===== src/rtl/pdl_pkg.sv =====
package pdl_pkg;

   // Number of cycles a rule demands for a code difference of diff steps.
   function automatic int unsigned pdl_wait_cycles(input int unsigned diff,
                                                   input int unsigned step);
      return diff * step;
   endfunction

   // Longest chain needed for a given select width and delay pair.
   function automatic int unsigned pdl_chain_len(input int unsigned sel_w,
                                                 input int unsigned base,
                                                 input int unsigned step);
      return base + ((1 << sel_w) - 1) * step;
   endfunction

endpackage


===== src/rtl/pdl_shift_chain.sv =====
module pdl_shift_chain #(
   parameter int unsigned DEPTH = 23
) (
   input  logic             clk,
   input  logic             rst_n,
   input  logic             bit_in,
   output logic [DEPTH-1:0] stages
);

   initial begin
      if (DEPTH < 1) $fatal(1, "pdl_shift_chain: DEPTH must be at least 1");
   end

   // Stage 0 samples the input; each later stage copies its neighbour.
   always_ff @(posedge clk or negedge rst_n) begin
      if (!rst_n) stages[0] <= 1'b0;
      else        stages[0] <= bit_in;
   end

   generate
      for (genvar k = 1; k < DEPTH; k++) begin : g_stage
         always_ff @(posedge clk or negedge rst_n) begin
            if (!rst_n) stages[k] <= 1'b0;
            else        stages[k] <= stages[k-1];
         end
      end
   endgenerate

endmodule


===== src/rtl/pdl_tap_select.sv =====
module pdl_tap_select #(
   parameter int unsigned SEL_W    = 3,
   parameter int unsigned BASE_DLY = 2,
   parameter int unsigned STEP_DLY = 3,
   parameter int unsigned DEPTH    = 23
) (
   input  logic [DEPTH-1:0] stages,
   input  logic [SEL_W-1:0] sel,
   input  logic             force_low,
   output logic             tap_out
);

   localparam int unsigned NTAP = 1 << SEL_W;

   logic [NTAP-1:0] taps;
   logic            picked;

   // Tap i sits at stage BASE_DLY + i*STEP_DLY - 1 (a delay of that many edges).
   generate
      for (genvar i = 0; i < NTAP; i++) begin : g_tap
         localparam int unsigned POS = BASE_DLY + i * STEP_DLY - 1;
         if (POS < DEPTH) begin : g_in_range
            assign taps[i] = stages[POS];
         end else begin : g_out_range
            assign taps[i] = 1'b0;
         end
      end
   endgenerate

   always_comb begin
      picked  = taps[sel];
      tap_out = picked & ~force_low;
   end

endmodule


===== src/rtl/pdl_change_guard.sv =====
module pdl_change_guard #(
   parameter int unsigned SEL_W    = 3,
   parameter int unsigned STEP_DLY = 3
) (
   input  logic             clk,
   input  logic             rst_n,
   input  logic [SEL_W-1:0] sel,
   input  logic             out_now,
   output logic             flag
);
   import pdl_pkg::*;

   localparam int unsigned MAX_CODE = (1 << SEL_W) - 1;
   localparam int unsigned GAP_MAX  = MAX_CODE * STEP_DLY;
   localparam int unsigned GAP_W    = $clog2(GAP_MAX + 1);

   logic [GAP_W-1:0] gap_q;
   logic [SEL_W-1:0] sel_prev_q;
   logic             out_prev_q;
   logic [GAP_W-1:0] need;
   logic             raised;
   logic             too_soon;
   logic             moved;

   always_comb begin
      raised   = sel > sel_prev_q;
      need     = GAP_W'(pdl_wait_cycles(32'(sel - sel_prev_q), STEP_DLY));
      too_soon = raised && (gap_q < need);
      moved    = out_now != out_prev_q;
   end

   always_ff @(posedge clk or negedge rst_n) begin
      if (!rst_n) begin
         gap_q      <= GAP_W'(GAP_MAX);
         sel_prev_q <= '0;
         out_prev_q <= 1'b0;
         flag       <= 1'b0;
      end else begin
         sel_prev_q <= sel;
         out_prev_q <= out_now;
         if (moved)                        gap_q <= '0;
         else if (gap_q != GAP_W'(GAP_MAX)) gap_q <= gap_q + 1'b1;
         if (too_soon) flag <= 1'b1;
      end
   end

endmodule


===== src/rtl/pdl_hold_guard.sv =====
module pdl_hold_guard #(
   parameter int unsigned SEL_W    = 3,
   parameter int unsigned STEP_DLY = 3
) (
   input  logic             clk,
   input  logic             rst_n,
   input  logic [SEL_W-1:0] sel,
   input  logic             force_low,
   input  logic             bit_in,
   output logic             flag
);
   import pdl_pkg::*;

   localparam int unsigned MAX_CODE = (1 << SEL_W) - 1;
   localparam int unsigned HOLD_MAX = MAX_CODE * STEP_DLY;
   localparam int unsigned HOLD_W   = $clog2(HOLD_MAX + 1);

   logic [HOLD_W-1:0] hold_q;
   logic              forced_q;
   logic [HOLD_W-1:0] need;
   logic              ending;

   always_comb begin
      need   = HOLD_W'(pdl_wait_cycles(32'(sel), STEP_DLY));
      ending = forced_q && !force_low;
   end

   always_ff @(posedge clk or negedge rst_n) begin
      if (!rst_n) begin
         hold_q   <= '0;
         forced_q <= 1'b0;
         flag     <= 1'b0;
      end else begin
         forced_q <= force_low;
         if (!force_low)                    hold_q <= '0;
         else if (bit_in)                   hold_q <= '0;
         else if (hold_q != HOLD_W'(HOLD_MAX)) hold_q <= hold_q + 1'b1;
         if (ending && (hold_q < need)) flag <= 1'b1;
      end
   end

endmodule


===== src/rtl/prog_tap_delay.sv =====
module prog_tap_delay #(
   parameter int unsigned SEL_W    = 3,
   parameter int unsigned BASE_DLY = 2,
   parameter int unsigned STEP_DLY = 3
) (
   input  logic             clk,
   input  logic             rst_n,
   input  logic             data_in,
   input  logic [SEL_W-1:0] sel_code,
   input  logic             force_low,
   output logic             data_out,
   output logic             early_sel_err,
   output logic             short_hold_err
);
   import pdl_pkg::*;

   localparam int unsigned DEPTH = pdl_chain_len(SEL_W, BASE_DLY, STEP_DLY);

   generate
      if (SEL_W < 1) begin : g_bad_sel
         $error("prog_tap_delay: SEL_W must be at least 1");
      end
      if (BASE_DLY < 1) begin : g_bad_base
         $error("prog_tap_delay: BASE_DLY must be at least 1");
      end
      if (STEP_DLY < 1) begin : g_bad_step
         $error("prog_tap_delay: STEP_DLY must be at least 1");
      end
   endgenerate

   logic [DEPTH-1:0] chain;

   pdl_shift_chain #(.DEPTH(DEPTH)) u_chain (
      .clk    (clk),
      .rst_n  (rst_n),
      .bit_in (data_in),
      .stages (chain)
   );

   pdl_tap_select #(
      .SEL_W   (SEL_W),
      .BASE_DLY(BASE_DLY),
      .STEP_DLY(STEP_DLY),
      .DEPTH   (DEPTH)
   ) u_select (
      .stages   (chain),
      .sel      (sel_code),
      .force_low(force_low),
      .tap_out  (data_out)
   );

   pdl_change_guard #(.SEL_W(SEL_W), .STEP_DLY(STEP_DLY)) u_change (
      .clk    (clk),
      .rst_n  (rst_n),
      .sel    (sel_code),
      .out_now(data_out),
      .flag   (early_sel_err)
   );

   pdl_hold_guard #(.SEL_W(SEL_W), .STEP_DLY(STEP_DLY)) u_hold (
      .clk      (clk),
      .rst_n    (rst_n),
      .sel      (sel_code),
      .force_low(force_low),
      .bit_in   (data_in),
      .flag     (short_hold_err)
   );

endmodule


===== config.mk =====
export PLATFORM = sky130hd
export DESIGN_NAME = prog_tap_delay
export DESIGN_NICKNAME = d
export VERILOG_FILES = /design/src/rtl/pdl_pkg.sv /design/src/rtl/pdl_shift_chain.sv /design/src/rtl/pdl_tap_select.sv /design/src/rtl/pdl_change_guard.sv /design/src/rtl/pdl_hold_guard.sv /design/src/rtl/prog_tap_delay.sv
export SDC_FILE = /design/constraint.sdc
export NUM_CORES = 1
export LEC_CHECK = 0
export BUFFER_PORTS_ARGS = -buffer_cell sky130_fd_sc_hd__buf_4
export CORE_ASPECT_RATIO = 0.6
export CORE_MARGIN = 8
export CORE_UTILIZATION = 45
export CTS_BUF_LIST = sky130_fd_sc_hd__clkbuf_4
export DETAILED_ROUTE_END_ITERATION = 10
export PLACE_DENSITY_LB_ADDON = 0.1
export SETUP_SLACK_MARGIN = 0.1
export SYNTH_ARGS = -nofsm -noshare
export SYNTH_HDL_FRONTEND = slang
export SYNTH_SLANG_ARGS = --single-unit

===== constraint.sdc =====
create_clock -name clk -period 5.45 [get_ports clk]
set_input_delay 0 -clock clk [delete_from_list [all_inputs] [get_ports clk]]
set_output_delay 0 -clock clk [all_outputs]
set_load 0.02 [all_outputs]

* After elaboration in Yosys (flattened, before gate mapping)
Index checks and enable logic that the tools add are counted.
** Storage, ports and cells
- Flip-flop bits (word level) :: 40
- Bits in latches :: 0
- Memory bits (writable) :: 0
- Bits in read-only memories :: 0
- Input bits :: 7
- Output and inout port bits :: 3
- Logic and storage cells :: 57
- Memories :: 0
** Cells by class
- $add $sub $neg :: 3
- Multipliers :: 2
- Div/mod/pow operators :: 0
- Order comparisons :: 4
- Eq/ne operators :: 4
- Shifts and indexed selects :: 0
- Mux-type cells :: 7
- Bitwise logic cells :: 2
- Reductions and logical operators :: 5
** Operator list (count)
- 32-bit by 2-bit multiplier with 5-bit output, second input constant :: 1
- 5-bit two-way mux :: 5
- 5-bit by 1-bit adder with 5-bit output, second input constant :: 2
- 5-bit less-than comparator :: 2
- 5-bit != test, second input constant :: 2
- 3-bit by 2-bit multiplier with 5-bit output, second input constant :: 1
- 3-bit by 4-bit less-than comparator with 1-bit output, second input constant :: 1
- 3-bit by 3-bit subtractor with 4-bit output :: 1
- 1-bit binary-select mux with 3-bit select :: 1
- 3-bit > comparator :: 1
- 1-bit logical AND :: 3
- 3-bit by 2-bit != test with 1-bit output, second input constant :: 1
- 2-bit nonzero test :: 1
- 1-bit AND :: 1
- 1-bit logical NOT :: 1
- 1-bit two-way mux :: 1
- 1-bit != test :: 1
- 1-bit NOT :: 1

* Longest topological paths before layout
Gate-level depths: netlist (run 1).
- Depth in word-level cells :: 5
- Mapped depth :: 14

* Modules after synthesis
From an unflattened synthesis (run 1), not the netlist that was laid out.
** Unflattened totals
- Cells, all modules :: 142
- Area, all modules :: 1831.8 um2
** Modules (own cells, without submodules)
- pdl_change_guard :: times used 1, cells an instance 63, area an instance 693.2 um2, sequential area each 254.0 um2
- pdl_shift_chain :: times used 1, cells an instance 23, area an instance 575.6 um2, sequential area each 575.6 um2
- pdl_hold_guard :: times used 1, cells an instance 48, area an instance 489.2 um2, sequential area each 175.2 um2
- pdl_tap_select :: times used 1, cells an instance 8, area an instance 73.8 um2, sequential area each 0.0 um2

* Worst setup path after synthesis (run 1)
Ideal clock, no wire load.
- Kind :: register to register
- Start :: register u_change.sel_prev_q[0]
- End :: register u_change.flag
- Setup time :: 64 ps
- Arrival :: 2617 ps
- Setup slack :: 2769 ps
- Cell stages (with the launch flop) :: 14
- Period minus slack after synthesis :: 2681 ps
- Path through :: dfrtp_1 ha_1 inv_1 fa_1 inv_1 fa_1 inv_1 fa_1 inv_1 ha_1 o21a_1 o21a_1 o21ai_0 a21o_1
** Between the ends
- Word-level cells in the longest chain between the ends :: 4
** Ends and longest elaborated chain
- start: declaration :: line pdl_change_guard.sv:18 : logic [SEL_W-1:0] sel_prev_q;
- start signal: assignment :: line pdl_change_guard.sv:39 : sel_prev_q <= sel;
- 3-bit by 3-bit subtractor with 4-bit output :: line pdl_change_guard.sv:27 : need = GAP_W'(pdl_wait_cycles(32'(sel - sel_prev_q), STEP_DLY));
- 32-bit by 2-bit multiplier with 5-bit output :: line pdl_pkg.sv:6 : return diff * step;
- 5-bit less-than comparator :: line pdl_change_guard.sv:28 : too_soon = raised && (gap_q < need);
- 1-bit logical AND (*) :: line pdl_change_guard.sv:28
- end signal: assignment :: line pdl_change_guard.sv:37 : flag <= 1'b0;
- end signal: assignment :: line pdl_change_guard.sv:43 : if (too_soon) flag <= 1'b1;
- end: declaration :: line pdl_change_guard.sv:9 : output logic flag
Mark *: on every way between the ends. The rest lies on a longest branch, timed or not.
A chain may end at the register's enable or synchronous reset.

* Worst setup path in the final report (run 1)
- Start :: input sel_code[0]
- End :: register u_change.flag
** Between the ends
- Word-level cells in the longest chain between the ends :: 4
** Ends and longest elaborated chain
- start: declaration :: line prog_tap_delay.sv:9 : input logic [SEL_W-1:0] sel_code,
- 3-bit by 3-bit subtractor with 4-bit output :: line pdl_change_guard.sv:27
- 32-bit by 2-bit multiplier with 5-bit output :: line pdl_pkg.sv:6
- 5-bit less-than comparator :: line pdl_change_guard.sv:28
- 1-bit logical AND (*) :: line pdl_change_guard.sv:28
Marked as above.

==> results_dict.tcl, run 1 <==
set metrics [dict create \
    worst_setup_path_end_kind "register" \
    global_route.usage.total_pct 10.2 \
    gp_congestion 0.744 \
    critPathKind "input pin to register" \
    yosys.cell_types.count 26 \
    worstMarginPinSlew_ps 489 \
    initial_core_util_pct 48.0 \
    fin_area_sq_um 2070 \
    worst_hold_slack_across_all_endpoints_ps 166 \
    num_vias 1024 \
    drt-wirelength-per-cell_um 13.7 \
    detailed_router_iteration_count_before_antenna_repair 4 \
    yosysWarnings 0 \
    clockBufferDepth 2 \
    top_level_ports 10 \
    crit_arrival_ps 3160 \
    clk-insertion-delay-late_ps 340 \
    most_repeated_cell_in_the_gate_level_netlist_after_synthesis "dfrtp_1" \
    cp_data_required_time_ps 5740 \
    max_cap_violations 0 \
    timing.critical_path.fanout_max 5 \
    final.fill_count 315 \
    crit_path_max_incr_delay_ps 540 \
    synthesis.instances 139 \
    die_h_um 65.0 \
    cts_tree "built" \
    std_cell_rows 17 \
    timing.reg2reg.setup_slack_ps 2630 \
    setup_violations 0 \
    hp-class "input pin to asynchronous set/reset pin" \
    cts.htree.levels 2 \
    layout_min_cycle_time_ps 2870 \
    grt_setup_unrepaired "false" \
    crit_path_frequent_cell "inv_1" \
    yosys-top-cells-count "dfrtp_1, ha_1, inv_1" \
    grt_start_max_net_pins 41 \
    drt-initial-drc-count 46 \
    synth_seq_cells 40 \
    maximum_clock_skew_at_final_layout_ps 8.81 \
    ys_seq_area_share_pct 55.9 \
    place.detailed.instances 195 \
    die-width_um 97.6 \
    static-leakage-power_uw 0.000984 \
    timing.final.hold_violations 0 \
    portBuffers 9 \
    floorplan.die_area_sq_um 6340 \
    totalNegativeSetupSlack_ps 0 \
    maxSlewViolCount 0 \
    r2r_cells 13 \
    synth_top_cell_area_share_pct 51.5 \
    fmax_ghz 0.348 \
    antenna_found_initial 0 \
    placed_area_sq_um 1920 \
    grt_pass1_wl_mm 5.14 \
    ys.flop_type "dfrtp_1" \
    synth_async_sr_flop_share_pct 100 \
    clk_slew_on_worst_s_h_paths_ps 120 \
    design.core.area_sq_um 3740 \
    cts_inserted_buffers 5 \
    power-per-cell-area_nw_per_um2 321 \
    avg_vias_per_cell 4.90 \
    totalWireLength_mm 2.87 \
    post_synth_edffs 0 \
    total_congestion_overflow_after_global_routing 0 \
    numClockSinks 40 \
    fraction_of_layout_instances_using_a_drive_strength_above_1_pct 14.2 \
    remaining_drc_errors 0 \
    netlist_top_cells_area "dfrtp_1, ha_1, fa_1" \
    vdd_ir_drop_max_uv 210 \
    areaGrowthSynthToFinish_pct 15.0 \
    antenna_left 0 \
    ctsResizeCount 0 \
    place_hpwl_mm 2.08 \
    slew_headroom_pct 67.4 \
    syn-mean-instance-area_sq_um 12.9 \
    synth.cell_area_sq_um 1800 \
    insertedDiodeCount 0 \
    postSynthNetCount 170 \
    status "complete, no violations" \
    crit_path_cell_trace "dlygate4sd3_1 > buf_4 > inv_1 > ha_1 > inv_1 > fa_1 > inv_1 > fa_1 > inv_1 > fa_1 > inv_1 > ha_1 > o21a_1 > o21a_1 > o21ai_0 > a21o_1" \
    finish.cell_count_without_fillers 209 \
    crit_path_start_kind "input pin" \
    fin_crit_sh_pct 52.7 \
    net_count_of_the_finished_layout 192 \
    root_buffer "clkbuf_4" \
    cp_slowest_cell "dlygate4sd3_1" \
    grt_pass1_vias 1049 \
    post_synth_top_area_cell "dfrtp_1" \
]
==> cells in the final DEF (no fill, tap or decap), types with 4 or more instances in the layout <==
master / Yosys / layout
dfrtp_1: 37 / 37
ha_1: 20 / 20
inv_1: 17 / 17
nor2_1: 13 / 13
buf_4: 0 / 9
dlygate4sd3_1: 0 / 6
nand2_1: 5 / 5
nand3_1: 5 / 5
o21ai_0: 5 / 5
clkbuf_4: 0 / 5
xor2_1: 4 / 4
fa_1: 4 / 4
==> cell type report <==
cell class | instances | area, sq um | area share, %
Clock buffer | 5 | 37.5 | 1.81
Clock inverter | 3 | 46.3 | 2.24
Inverter | 17 | 63.8 | 3.09
Multi-Input combinational cell | 82 | 729 | 35.3
Sequential cell | 40 | 1000 | 48.6
Tap cell | 47 | 58.8 | 2.84
Timing Repair Buffer | 15 | 128 | 6.17
==> state kept, by name (all words and copies together), names as in the netlist <==
| register | count |
|---|---|
| u_chain.stages | 23 |
| u_change.gap_q | 5 |
| u_hold.hold_q | 5 |
| u_change.sel_prev_q | 3 |
| u_change.flag | 1 |
| u_change.out_prev_q | 1 |
| u_hold.flag | 1 |
| u_hold.forced_q | 1 |
==> metrics by stage <==
stage / util, % / setup WS [ps] / power [uW]
floorplan: - / 2770 / 432
global placement: 51.4 / 2710 / 466
detailed placement: 51.4 / 2640 / 471
CTS: 55.2 / 2550 / 676
global route: 55.2 / 2440 / 708
finish: 55.2 / 2580 / 664
==> worst max-delay path: cells and delay by family <==
family	cells	cell delay, ps
adder cells (fa/ha/maj)	5	1520
AO/OA/AOI/OAI	4	520
buffers and inverters	7	1120
==> routing by layer <==
metal | share of wire [%] | wire (um) | vias up | track usage [%]
li1 | - | - | 507 | -
met1 | 53 | 1540 | 501 | 13.4
met2 | 42 | 1200 | 12 | 14.8
met3 | 3.8 | 108 | 4 | 3.92
met4 | 1.1 | 32 | 0 | 3.94
met5 | 0 | 0 | - | 0
==> report_power, final <==
group	switching (uW)	internal (uW)	leakage, uW	total [uW]
Sequential	23.9	323	0.000472	347
Clock	100	98.0	0.0000418	198
Combinational	59.3	59.8	0.000471	119
Total	183	481	0.000984	664
==> path summary, 6_finish.rpt <==
check | startpoint | endpoint
max | sel_code[0] | u_change.flag$_DFFE_PN0P_
min | rst_n | u_chain.stages[8]$_DFF_PN0_
max reg2reg | u_change.sel_prev_q[0]$_DFF_PN0_ | u_change.flag$_DFFE_PN0P_
min reg2reg | u_chain.stages[12]$_DFF_PN0_ | u_chain.stages[13]$_DFF_PN0_
max in group asynchronous | rst_n | u_change.gap_q[4]$_DFFE_PN1P_
min in group clk | data_in | u_chain.stages[0]$_DFF_PN0_
==> cells by family after synthesis <==
kind of cell | share of synthesized area (%)
buffers and inverters | 3.55
adder cells (fa/ha/maj) | 18.4
multiplexers | 2.92
XOR/XNOR | 4.31
flip-flops | 55.9
AO/OA/AOI/OAI | 8.14
AND/OR/NAND/NOR | 6.82
==> repair_timing <==
item                      CTS  global route
buffers inserted            0             0
hold buffers                6             0
hold endpoints to repair   46             0
(Power assumes the default switching activity.)
==> inputs of run 2 (changes only) <==
==> constraint.sdc (replaced) <==
create_clock -name clk -period 2.5 [get_ports clk]
set_input_delay 0 -clock clk [delete_from_list [all_inputs] [get_ports clk]]
set_output_delay 0 -clock clk [all_outputs]
set_load 0.02 [all_outputs]
==> run 2 against run 1 <==
Compared with the run above: the run now ends with setup timing left; sequential share of layout area is 0.75 points lower; via count is 0.20% higher; clock power grew 120%; largest cell class unchanged; clock skew up 1.5 ps; combinational power is 140% higher; highest routed layer unchanged; die area is the same.
==> results_dict.tcl, run 2 (same netlist as run 1, synthesis figures left out) <==
set metrics [dict create \
    setup_slack_ps -217 \
    failed_checks "setup timing" \
    detailed_router_iteration_count_before_antenna_repair 4 \
    cp_data_required_time_ps 2790 \
    global_route.usage.total_pct 10.3 \
    root_buffer "clkbuf_4" \
    clockBufferDepth 2 \
    grt_setup_unrepaired "true" \
    remaining_drc_errors 0 \
    maximum_clock_skew_at_final_layout_ps 10.3 \
    biggestRegsByFlops "u_chain.stages x23, u_change.gap_q x5, u_hold.hold_q x5" \
    crit_path_start_kind "register" \
    design.core.area_sq_um 3740 \
    reg2reg_from "u_change.sel_prev_q[0]$_DFF_PN0_" \
    floorplan.die_area_sq_um 6340 \
    hold_depth 4 \
    hp-class "input pin to register" \
    cts_tree "built" \
    antenna_found_initial 0 \
    worst_setup_path_end_kind "register" \
    largest_reg_flops 23 \
    final-seq-area_sq_um 1000 \
    antenna_left 0 \
    cts_inserted_buffers 5 \
    slew_headroom_pct 67.3 \
    detailedPlace.worstSlack_ps -257 \
    die-width_um 97.6 \
    timing.critical_path.fanout_max 2 \
    placed_area_sq_um 1950 \
    critPathKind "register to register" \
    avg_vias_per_cell 4.82 \
    insertedDiodeCount 0 \
    met3_length_um 83 \
    areaGrowthSynthToFinish_pct 16.8 \
    registers.top_by_ff_count "u_chain.stages" \
    m1WireLength_mm 1.62 \
    highest-signal-layer "met4" \
    utilization_pct 56.1 \
    min_delay_worst_endpoint "u_change.out_prev_q$_DFF_PN0_" \
    crit_arrival_ps 3010 \
    fraction_of_layout_instances_using_a_drive_strength_above_1_pct 18.1 \
    net_count_of_the_finished_layout 196 \
    drt-initial-drc-count 56 \
    std_cell_rows 17 \
    r2r_cells 13 \
    multiInputGateArea_sq_um 732 \
    num_vias 1026 \
    portBuffers 9 \
    initial_core_util_pct 48.0 \
    status "finished with violations" \
    final_cell_mix "dfrtp_1, ha_1, inv_1, nor2_1, buf_4" \
    timing.final.hold_violations 0 \
    gp_congestion 0.764 \
    final.fill_count 300 \
    static-leakage-power_uw 0.00100 \
    totalNegativeSetupSlack_ps -217 \
    clk-insertion-delay-late_ps 340 \
    fin_area_sq_um 2100 \
    layout_min_cycle_time_ps 2720 \
    vdd_ir_drop_max_uv 404 \
    worstMarginPinSlew_ps 491 \
    totalWireLength_mm 2.92 \
    mostFrequentLayoutCell "dfrtp_1" \
    cts.htree.levels 2 \
    place.detailed.instances 199 \
    fin_crit_sh_pct 109 \
    max_cap_violations 0 \
    timing.reg2reg.setup_slack_ps -220 \
    clk_slew_on_worst_s_h_paths_ps 130 \
    place_hpwl_mm 2.12 \
    grt_pass1_wl_mm 5.15 \
    met2_wl_mm 1.19 \
    drt-wirelength-per-cell_um 13.7 \
    finish.cell_count_without_fillers 213 \
    grt_start_max_net_pins 41 \
    grt_pass1_vias 1081 \
    die_h_um 65.0 \
    numClockSinks 40 \
    r2r_end "u_change.flag$_DFFE_PN0P_" \
    setup_violations 1 \
    power-per-cell-area_nw_per_um2 699 \
    hold_start "sel_code[2]" \
    maxSlewViolCount 0 \
    fmax_ghz 0.368 \
    total_congestion_overflow_after_global_routing 0 \
    top_level_ports 10 \
]
## run 2: changes by cell type in the layout (fill, tap and decap cells not counted), sizes merged
cell / before / now
buf: 9 / 13
## run 2: per-stage QoR
stage | hold slack (ps) | total power (uW)
2_1_floorplan | -296 | 944
3_3_place_gp | -4.68 | 1030
3_5_place_dp | -0.949 | 1040
4_1_cts | 87.2 | 1490
5_1_grt | 117 | 1560
6_report | 89.0 | 1470
## run 2: critical path: stages (launching register included)
cell     delay (ps)
dfrtp_1         380
ha_2            170
inv_2            60
fa_1            150
inv_1            50
fa_1            490
inv_2            50
fa_1            530
inv_1            40
ha_1            260
o21a_1          100
o21a_1          160
o21ai_1         110
a21o_1          130
## run 2: worst max-delay path by stage
stage,startpoint,end,slack [ps],depth (start not counted)
2_1_floorplan,u_change.sel_prev_q[0]$_DFF_PN0_,u_change.flag$_DFFE_PN0P_,-150,13
5_1_grt,u_change.sel_prev_q[0]$_DFF_PN0_,u_change.flag$_DFFE_PN0P_,-340,13
3_3_place_gp,u_change.sel_prev_q[0]$_DFF_PN0_,u_change.flag$_DFFE_PN0P_,-190,13
4_1_cts,u_change.sel_prev_q[0]$_DFF_PN0_,u_change.flag$_DFFE_PN0P_,-230,13
3_5_place_dp,u_change.sel_prev_q[0]$_DFF_PN0_,u_change.flag$_DFFE_PN0P_,-260,13
6_report,u_change.sel_prev_q[0]$_DFF_PN0_,u_change.flag$_DFFE_PN0P_,-220,13
## run 2: power breakdown
part	total (uW)	switching, uW	internal (uW)
combinational	283	140	143
sequential	757	51.8	705
clock	429	215	214
total	1470	407	1060
## run 2: cell type report
cell class	count	area share [%]
Sequential cell	40	47.8
Multi-Input combinational cell	82	34.8
Timing Repair Buffer	19	7.50
Inverter	17	3.04
Tap cell	47	2.80
Clock inverter	3	2.20
Clock buffer	5	1.79
## run 2: what timing repair did
action                     4_1_cts  5_1_grt
hold buffers                     6        0
setup endpoints to repair        1        1
setup buffers                    0        0
gates resized for setup          2        0
gates cloned                     0        0
pin swaps                        1        0
hold endpoints to repair        46        0
## run 2: metal layers
metal / up-vias / global-route usage (%)
li1: 514 / -
met1: 504 / 14.0
met2: 6 / 14.5
met3: 2 / 3.81
met4: 0 / 3.94
met5: - / 0
==> inputs of run 3 (changes only) <==
--- a/config.mk
+++ b/config.mk
@@ -12,7 +12,6 @@
 export CTS_BUF_LIST = sky130_fd_sc_hd__clkbuf_4
 export DETAILED_ROUTE_END_ITERATION = 10
 export PLACE_DENSITY_LB_ADDON = 0.1
-export SETUP_SLACK_MARGIN = 0.1
 export SYNTH_ARGS = -nofsm -noshare
 export SYNTH_HDL_FRONTEND = slang
 export SYNTH_SLANG_ARGS = --single-unit
==> run 3 against run 2 <==
Compared with the run above: the run still ends with setup timing left; register-to-register slack barely moved; sequential share of layout area did not move; first-iteration DRC count up 5.4%; power grew 0.29%; clock skew up 2.2 ps; via count unchanged; sequential power is essentially flat.
==> results_dict.tcl, run 3 (same netlist as run 1, synthesis figures left out) <==
set metrics [dict create \
    cts.htree.levels 2 \
    detailed_router_iteration_count_before_antenna_repair 4 \
    fin_area_sq_um 2100 \
    r2r_cells 13 \
    net_count_of_the_finished_layout 196 \
    p_switching_uw 411 \
    final.fill_count 297 \
    critPathKind "register to register" \
    max_cap_violations 0 \
    registers.top_by_ff_count "u_chain.stages" \
    avg_vias_per_cell 4.82 \
    p_seq_share_pct 51.4 \
    initial_core_util_pct 48.0 \
    static-leakage-power_uw 0.00100 \
    timing.final.hold_violations 0 \
    mostFrequentLayoutCell "dfrtp_1" \
    drt-wirelength-per-cell_um 13.7 \
    biggestRegsByFlops "u_chain.stages x23, u_change.gap_q x5, u_hold.hold_q x5" \
    final_cell_mix "dfrtp_1, ha_1, inv_1, nor2_1, buf_4" \
    vdd_ir_drop_max_uv 405 \
    remaining_drc_errors 0 \
    setup_slack_ps -221 \
    placed_area_sq_um 1950 \
    fraction_of_layout_instances_using_a_drive_strength_above_1_pct 18.1 \
    drt-initial-drc-count 59 \
    timing.reg2reg.setup_slack_ps -220 \
    power-per-cell-area_nw_per_um2 701 \
    totalNegativeSetupSlack_ps -221 \
    floorplan.die_area_sq_um 6340 \
    std_cell_rows 17 \
    final-seq-area_sq_um 1000 \
    hp-class "input pin to asynchronous set/reset pin" \
    total_congestion_overflow_after_global_routing 0 \
    grt_pass1_wl_mm 5.13 \
    portBuffers 9 \
    clockBufferDepth 2 \
    clk_slew_on_worst_s_h_paths_ps 130 \
    worst_hold_slack_across_all_endpoints_ps 139 \
    num_vias 1026 \
    top_level_ports 10 \
    die_h_um 65.0 \
    grt_pass1_vias 1072 \
    multiInputGateArea_sq_um 732 \
    clk-insertion-delay-late_ps 350 \
    fmax_ghz 0.367 \
    met1_grt_util_pct 13.8 \
    grt_use_met3_pct 3.81 \
    met2_usage_pct 14.4 \
    totalWireLength_mm 2.92 \
    maximum_clock_skew_at_final_layout_ps 12.5 \
    cp_data_required_time_ps 2800 \
    grt_busiest_layer "met2" \
    place_hpwl_mm 2.12 \
    cellInternalPower_uw 1060 \
    root_buffer "clkbuf_4" \
    numClockSinks 40 \
    global_route.usage.total_pct 10.3 \
    layout_min_cycle_time_ps 2720 \
    fin_crit_sh_pct 109 \
    maxSlewViolCount 0 \
    die-width_um 97.6 \
    grt_start_max_net_pins 41 \
    finish.cell_count_without_fillers 213 \
    grt_setup_unrepaired "true" \
    place.detailed.instances 199 \
    antenna_left 0 \
    failed_checks "setup timing" \
    switching_share_pct 27.9 \
    combPwrFrac_pct 19.2 \
    worst_setup_path_end_kind "register" \
    share_clk_of_total_power_pct 29.4 \
    slew_headroom_pct 67.4 \
    design.core.area_sq_um 3740 \
    insertedDiodeCount 0 \
    setup_violations 1 \
    timing.critical_path.fanout_max 2 \
    status "finished with violations" \
    crit_path_start_kind "register" \
    crit_arrival_ps 3020 \
    largest_reg_flops 23 \
    cts_tree "built" \
    cts_inserted_buffers 5 \
    worstMarginPinSlew_ps 489 \
    gp_congestion 0.764 \
    antenna_found_initial 0 \
    areaGrowthSynthToFinish_pct 16.8 \
]
==> run 3: what timing repair did <==
item,4_1_cts,5_1_grt
endpoints found under the hold margin,46,0
buffers inserted,0,0
endpoints found under the setup margin,1,1
resized for setup,2,0
hold buffers,6,0
cloned,0,0
pin swaps,1,0
==> run 3: stage by stage <==
step / setup WS, ps / total power [uW] / utilization (%)
after global routing: -344 / 1570 / 56.1
final: -221 / 1470 / 56.1
after CTS: -234 / 1490 / 56.1
after global placement: -187 / 1030 / 52.2
after floorplan: -146 / 944 / -
after detailed placement: -257 / 1040 / 52.2
==> run 3: power groups by stage <==
stage / sequential, uW / clock (uW) / combinational, uW
final: 757 / 434 / 282
after detailed placement: 767 / 0 / 274
after floorplan: 752 / 0 / 193
after global placement: 767 / 0 / 261
after global routing: 765 / 477 / 323
after CTS: 756 / 444 / 286
==> run 3: metal layers <==
layer / share of wire, % / up-vias / wire length [um]
met2: 41 / 9 / 1190
met5: 0 / - / 0
met1: 54 / 498 / 1570
met4: 1.4 / 0 / 42
li1: - / 513 / -
met3: 3.9 / 6 / 115
==> run 3: worst paths after layout <==
kind	startpoint	endpoint
setup / recovery	u_change.sel_prev_q[0]$_DFF_PN0_	u_change.flag$_DFFE_PN0P_
hold / removal	rst_n	u_chain.stages[11]$_DFF_PN0_
setup reg to reg	u_change.sel_prev_q[0]$_DFF_PN0_	u_change.flag$_DFFE_PN0P_
hold reg to reg	u_chain.stages[20]$_DFF_PN0_	u_chain.stages[21]$_DFF_PN0_
max in group asynchronous	rst_n	u_change.gap_q[0]$_DFFE_PN1P_
min in group clk	sel_code[1]	u_change.out_prev_q$_DFF_PN0_
==> run 3: area by class of cell <==
class | count | area share, %
Multi-Input combinational cell | 82 | 34.8
Clock inverter | 3 | 2.20
Sequential cell | 40 | 47.8
Inverter | 17 | 3.04
Timing Repair Buffer | 19 | 7.50
Clock buffer | 5 | 1.79
Tap cell | 47 | 2.80
==> run 3: worst max-delay path, cell delays in order (launching register included) <==
cell and delay (ps):
dfrtp_1 390, ha_2 170, inv_2 60, fa_1 150
inv_1 50, fa_1 490, inv_2 50, fa_1 530
inv_1 40, ha_1 260, o21a_1 100, o21a_1 160
o21ai_1 110, a21o_1 130
